===== src/rtl/i2cs_pkg.sv =====
package i2cs_pkg;

    typedef enum logic [1:0] {
        ST_IDLE = 2'd0,
        ST_ADDR = 2'd1,
        ST_DATA = 2'd2,
        ST_SKIP = 2'd3
    } rx_state_e;

    typedef struct packed {
        logic start;
        logic stop;
        logic rise;
        logic fall;
    } bus_evt_t;

    typedef struct packed {
        logic load;
        logic ack;
        logic set_ovf;
    } rx_action_t;

    // Per-byte decision from the buffer-full and overflow flags
    function automatic rx_action_t decide(input logic bf, input logic ov);
        rx_action_t a;
        a.load    = !bf;
        a.ack     = !bf && !ov;
        a.set_ovf = bf;
        return a;
    endfunction

endpackage


===== src/rtl/i2cs_bus_edge.sv =====
module i2cs_bus_edge
    import i2cs_pkg::*;
(
    input  logic     clk,
    input  logic     rst,
    input  logic     scl_i,
    input  logic     sda_i,
    output bus_evt_t evt
);
    logic scl_q;
    logic sda_q;

    always_ff @(posedge clk) begin
        if (rst) begin
            scl_q <= 1'b1;
            sda_q <= 1'b1;
        end else begin
            scl_q <= scl_i;
            sda_q <= sda_i;
        end
    end

    always_comb begin
        evt.rise  = scl_i && !scl_q;
        evt.fall  = !scl_i && scl_q;
        evt.start = scl_i && scl_q && sda_q && !sda_i;
        evt.stop  = scl_i && scl_q && !sda_q && sda_i;
    end
endmodule


===== src/rtl/i2cs_seq.sv =====
module i2cs_seq
    import i2cs_pkg::*;
#(
    parameter int unsigned DATA_W = 8
) (
    input  logic              clk,
    input  logic              rst,
    input  logic              en,
    input  bus_evt_t          evt,
    input  logic              sda_i,
    input  logic [DATA_W-2:0] addr,
    input  rx_action_t        act,
    output logic [DATA_W-1:0] shreg,
    output logic              byte_evt,
    output logic              nine_evt,
    output logic              sda_oe
);
    localparam int unsigned CNT_W = $clog2(DATA_W + 2);
    localparam logic [CNT_W-1:0] CNT_BYTE = CNT_W'(DATA_W);
    localparam logic [CNT_W-1:0] CNT_ACK  = CNT_W'(DATA_W + 1);

    rx_state_e        state;
    logic [CNT_W-1:0] cnt;
    logic             receiving;
    logic             at_eighth;
    logic             addr_ok;

    always_comb begin
        receiving = (state == ST_ADDR) || (state == ST_DATA);
        at_eighth = receiving && evt.fall && (cnt == CNT_BYTE);
        addr_ok   = (state != ST_ADDR) || (shreg[DATA_W-1:1] == addr);
        byte_evt  = at_eighth && addr_ok;
        nine_evt  = (state == ST_DATA) && evt.fall && (cnt == CNT_ACK);
    end

    always_ff @(posedge clk) begin
        if (rst || !en) begin
            state  <= ST_IDLE;
            cnt    <= '0;
            shreg  <= '0;
            sda_oe <= 1'b0;
        end else if (evt.start) begin
            state  <= ST_ADDR;
            cnt    <= '0;
            sda_oe <= 1'b0;
        end else if (evt.stop) begin
            state  <= ST_IDLE;
            cnt    <= '0;
            sda_oe <= 1'b0;
        end else if (receiving) begin
            if (evt.rise && (cnt < CNT_BYTE)) begin
                shreg <= {shreg[DATA_W-2:0], sda_i};
                cnt   <= cnt + CNT_W'(1);
            end
            if (at_eighth) begin
                if (addr_ok) begin
                    sda_oe <= act.ack;
                    cnt    <= CNT_ACK;
                    state  <= ST_DATA;
                end else begin
                    cnt    <= '0;
                    state  <= ST_SKIP;
                end
            end
            if (evt.fall && (cnt == CNT_ACK)) begin
                sda_oe <= 1'b0;
                cnt    <= '0;
            end
        end
    end
endmodule


===== src/rtl/i2cs_flags.sv =====
module i2cs_flags
    import i2cs_pkg::*;
#(
    parameter int unsigned DATA_W = 8
) (
    input  logic              clk,
    input  logic              rst,
    input  logic              byte_evt,
    input  logic              nine_evt,
    input  logic [DATA_W-1:0] shreg,
    input  logic              buf_rd,
    input  logic              ovf_clr,
    input  logic              irq_clr,
    output rx_action_t        act,
    output logic [DATA_W-1:0] rx_buf,
    output logic              buf_full,
    output logic              ovf,
    output logic              irq
);
    always_comb act = decide(buf_full, ovf);

    always_ff @(posedge clk) begin
        if (rst) begin
            rx_buf   <= '0;
            buf_full <= 1'b0;
            ovf      <= 1'b0;
            irq      <= 1'b0;
        end else begin
            if (byte_evt && act.load) begin
                rx_buf   <= shreg;
                buf_full <= 1'b1;
            end else if (buf_rd) begin
                buf_full <= 1'b0;
            end
            if (byte_evt && act.set_ovf) ovf <= 1'b1;
            else if (ovf_clr)            ovf <= 1'b0;
            if (nine_evt)     irq <= 1'b1;
            else if (irq_clr) irq <= 1'b0;
        end
    end
endmodule


===== src/rtl/i2cs_rx.sv =====
module i2cs_rx
    import i2cs_pkg::*;
#(
    parameter int unsigned       DATA_W     = 8,
    parameter logic [DATA_W-2:0] RESET_ADDR = '0
) (
    input  logic              clk,
    input  logic              rst,
    input  logic              en,
    input  logic              scl_i,
    input  logic              sda_i,
    output logic              sda_oe,
    input  logic              addr_we,
    input  logic [DATA_W-2:0] addr_wdata,
    input  logic              buf_rd,
    output logic [DATA_W-1:0] rx_buf,
    output logic              buf_full,
    input  logic              ovf_clr,
    output logic              ovf,
    input  logic              irq_clr,
    output logic              irq
);
    bus_evt_t          evt;
    rx_action_t        act;
    logic [DATA_W-1:0] shreg;
    logic [DATA_W-2:0] addr_q;
    logic              byte_evt;
    logic              nine_evt;

    always_ff @(posedge clk) begin
        if (rst)          addr_q <= RESET_ADDR;
        else if (addr_we) addr_q <= addr_wdata;
    end

    i2cs_bus_edge u_edge (
        .clk   (clk),
        .rst   (rst),
        .scl_i (scl_i),
        .sda_i (sda_i),
        .evt   (evt)
    );

    i2cs_seq #(.DATA_W(DATA_W)) u_seq (
        .clk      (clk),
        .rst      (rst),
        .en       (en),
        .evt      (evt),
        .sda_i    (sda_i),
        .addr     (addr_q),
        .act      (act),
        .shreg    (shreg),
        .byte_evt (byte_evt),
        .nine_evt (nine_evt),
        .sda_oe   (sda_oe)
    );

    i2cs_flags #(.DATA_W(DATA_W)) u_flags (
        .clk      (clk),
        .rst      (rst),
        .byte_evt (byte_evt),
        .nine_evt (nine_evt),
        .shreg    (shreg),
        .buf_rd   (buf_rd),
        .ovf_clr  (ovf_clr),
        .irq_clr  (irq_clr),
        .act      (act),
        .rx_buf   (rx_buf),
        .buf_full (buf_full),
        .ovf      (ovf),
        .irq      (irq)
    );
endmodule


===== config.mk =====
export PLATFORM = sky130hd
export DESIGN_NAME = i2cs_rx
export DESIGN_NICKNAME = d
export VERILOG_FILES = /design/src/rtl/i2cs_pkg.sv /design/src/rtl/i2cs_bus_edge.sv /design/src/rtl/i2cs_seq.sv /design/src/rtl/i2cs_flags.sv /design/src/rtl/i2cs_rx.sv
export SDC_FILE = /design/constraint.sdc
export NUM_CORES = 1
export LEC_CHECK = 0
export BUFFER_PORTS_ARGS = -buffer_cell sky130_fd_sc_hd__buf_2
export CORE_MARGIN = 1.5
export CORE_UTILIZATION = 29
export DETAILED_ROUTE_END_ITERATION = 6
export GPL_TIMING_DRIVEN = 0
export REMOVE_ABC_BUFFERS = 1
export SKIP_LAST_GASP = 1
export SLEW_MARGIN = 30
export SYNTH_ARGS = -nofsm -noshare
export SYNTH_HDL_FRONTEND = slang
export SYNTH_SLANG_ARGS = --single-unit

===== constraint.sdc =====
create_clock -name clk -period 1.6 [get_ports clk]
set_clock_uncertainty 0.1 [all_clocks]
set_input_delay 0.16 -clock clk [delete_from_list [all_inputs] [get_ports clk]]
set_output_delay 0.16 -clock clk [all_outputs]
set_load 0.02 [all_outputs]

==> reports/results.ini <==
[routing]
wl_per_cell_um=12.3
finalWirelength_um=3540
vias_per_cell=4.56
ant_nets=0
vias=1313
drt_iter0_markers=67
drtPass1Iterations=4
drcViolationCount=0

[floorplanning]
die_w_um=78.6
die_y_um=78.6
rows=27
start_util_pct=30.1
core_sq_um=5510
dieArea_sq_um=6180
io_pins=28

[yosys]
synth_cell_type_count=42
ys_ff_latch=35
synth_top_family_by_area=simple AND/OR/NAND/NOR gates
synth_fa_ha_area_share_pct=3.77
synth_compound_area_share_pct=11.7
synthesis.area_sq_um=1660
synth_ff_type=dfxtp_1
muxShareOfSynthArea_pct=9.06
seq_area_frac_synth_pct=42.3
yosysWarnings=0
synth_edf_count=0
ys_top_cells_by_area=dfxtp_1 42%, mux2i_1 9.1%, nand2b_1 6.4%, nand2_1 4.5%, xnor2_1 4.2%
synth_top_area_share_pct=42.3
ys_top_cells_by_count=35 x dfxtp_1, 20 x nand2_1, 17 x nand2b_1, 15 x mux2i_1, 13 x a21oi_1
syn_area_per_cell_sq_um=9.26
synthSimpleGateAreaFrac_pct=23.3
synth_top_area_cell=dfxtp_1
synthCells=179
synth.most_common_cell=dfxtp_1
async_flop_share_pct=0
yosys.area_share.xor_xnor_pct=5.28

[sta]
tightest_slew_ns=0.479
whs_ns=0.00330
slew_headroom_pct=68.0
slew_viol_final=0
finalWorstSetupSlack_ns=-0.0450
hold_viol_final=0
max_clock_freq_mhz=608
setup_violations=18
finalCriticalPeriod_ns=1.64
rsz0062_at_grt=true
layout_worst_path_cycle_share_pct=103

[cts]
cts_hold_buf=0
cts_buffers=5
cts-root-buf=clkbuf_8
h-tree-depth=2
cts_buffer_depth=2
clock-sinks=35
cts_tree=built
clk_latency_ns=0.29
cts.clk_slew.worst_paths_ns=0.07

[global_route]
grt_start_max_net_pins=30
antenna_found_initial=0
track_usage_pct=11.3
grt_pass1_wl_um=5490
grt_pass1_vias=1174
grt_overflow=0

[critical_path]
critical_path_class=reg -> reg
r2r-start=u_seq.state[0]
cp.arrival_ns=1.70
critPathLaunchType=register
crit_fanout=8
startpoint=u_seq.state[0]
worstSetupEndpointType=register
crit_required_ns=1.65
reg2reg_depth=5

[power]
ir_worst_vdd_mv=0.331
power.density_nw_per_um2=764
p_leak_nw=0.820

[hold_path]
hold_path_depth=3
hp-class=in -> reg
hp-start=addr_wdata[4]

[finish]
syn_to_final_growth_pct=31.6
fin_nets=237
drive_gt1_share_pct=44.9
diodes=0
utilization_pct=39.6

[job]
maxCapViolCount=0

[run_status]
violations=negative setup slack
status=finished with violations

[place]
hpwl_um=2290
finalWeightedCongestion=0.786
port_buffers=27

-- sequential cells by signal (all words and copies together) (netlist names), 2 cells and up --
signal,cells
u_seq.state,2
addr_q,7
u_seq.cnt,4
u_flags.rx_buf,8
u_seq.shreg,8
-- worst max-delay path: stages (launching register included) --
cell and delay [ns]:
dfxtp_2 0.34, inv_2 0.05, ha_4 0.24, or4b_4 0.63, nand2_1 0.09, a21oi_1 0.06
-- cells in the final DEF, fill, tap and decap left out, types with 2 or more instances in the layout --
master / netlist / final
dfxtp_2: 0 / 10
clkbuf_8: 0 / 6
nand4_1: 3 / 3
a21oi_2: 1 / 6
or2_2: 2 / 2
inv_1: 7 / 6
nor3_1: 3 / 3
buf_6: 2 / 4
a31oi_1: 2 / 2
nor2_1: 10 / 10
nand3_1: 4 / 3
nand2b_1: 17 / 17
a21oi_1: 13 / 8
ha_1: 5 / 3
nand2_2: 1 / 7
xnor2_1: 8 / 4
nand2_1: 20 / 14
dfxtp_1: 35 / 21
dfxtp_4: 0 / 4
mux2i_1: 15 / 15
xnor2_2: 0 / 4
buf_2: 0 / 27
xor2_1: 2 / 2
buf_4: 0 / 8
-- layer usage --
| layer | vias up | routed length (um) | part of all wire [%] | track usage, % |
|---|---|---|---|---|
| met1 | 602 | 1670 | 47 | 14.5 |
| met3 | 6 | 224 | 6.3 | 4.30 |
| met2 | 26 | 1590 | 45 | 17.0 |
| met5 | - | 0 | 0 | 0 |
| met4 | 0 | 53 | 1.5 | 4.29 |
| li1 | 679 | - | - | - |
-- per-stage QoR --
stage / area, sq um / instances / worst slack [ns] / TNS (ns) / total power [mW]
CTS: 2090 / 287 / -0.0850 / -0.687 / 1.68
global placement: 1830 / 269 / -0.799 / -12.65 / 1.01
global route: 2180 / 288 / -0.137 / -1.62 / 1.73
finish: 2180 / 288 / -0.0450 / -0.568 / 1.67
floorplan: 1610 / 170 / -0.417 / -5.39 / 0.972
detailed placement: 1830 / 269 / -0.801 / -12.32 / 1.02
-- path summary, 6_finish.rpt --
kind | endpoint | slack [ns]
hold reg to reg | u_flags.irq | 0.37
hold / removal | addr_q[4] | 0.003
setup / recovery | u_seq.shreg[3] | -0.04
setup reg to reg | u_seq.shreg[3] | -0.04
-- logic make-up (layout without fill, tap and decap cells) --
family          count (synthesis)  in the layout
buf+inv                        16             53
fa+ha+maj                       5              5
simple gates                   70             70
flops                          35             35
compound gates                 28             28
mux                            15             15
xor+xnor                       10             10
-- power breakdown --
part / switching (mW) / internal [mW]
logic: 0.0604 / 0.0642
clock network: 0.314 / 0.338
registers: 0.0135 / 0.879
total: 0.387 / 1.28
-- final cells by class --
type                       count  area [sq um]
clock buffer                   6          82.6
clock inverter                 1          5.00
fill                         540          3320
inverter                       7          26.3
multi-input combinational    128          1010
sequential                    35           728
tap                           72          90.1
timing repair buffer          39           240
-- repair_timing --
| item | 4_1_cts | 5_1_grt |
|---|---|---|
| buffers inserted | 10 | 5 |
| pin swaps | 5 | 31 |
| endpoints found under the setup margin | 24 | 23 |
| resized for setup | 19 | 34 |
| cloned | 1 | 0 |
Note: power is estimated with default switching activity, not from simulation.
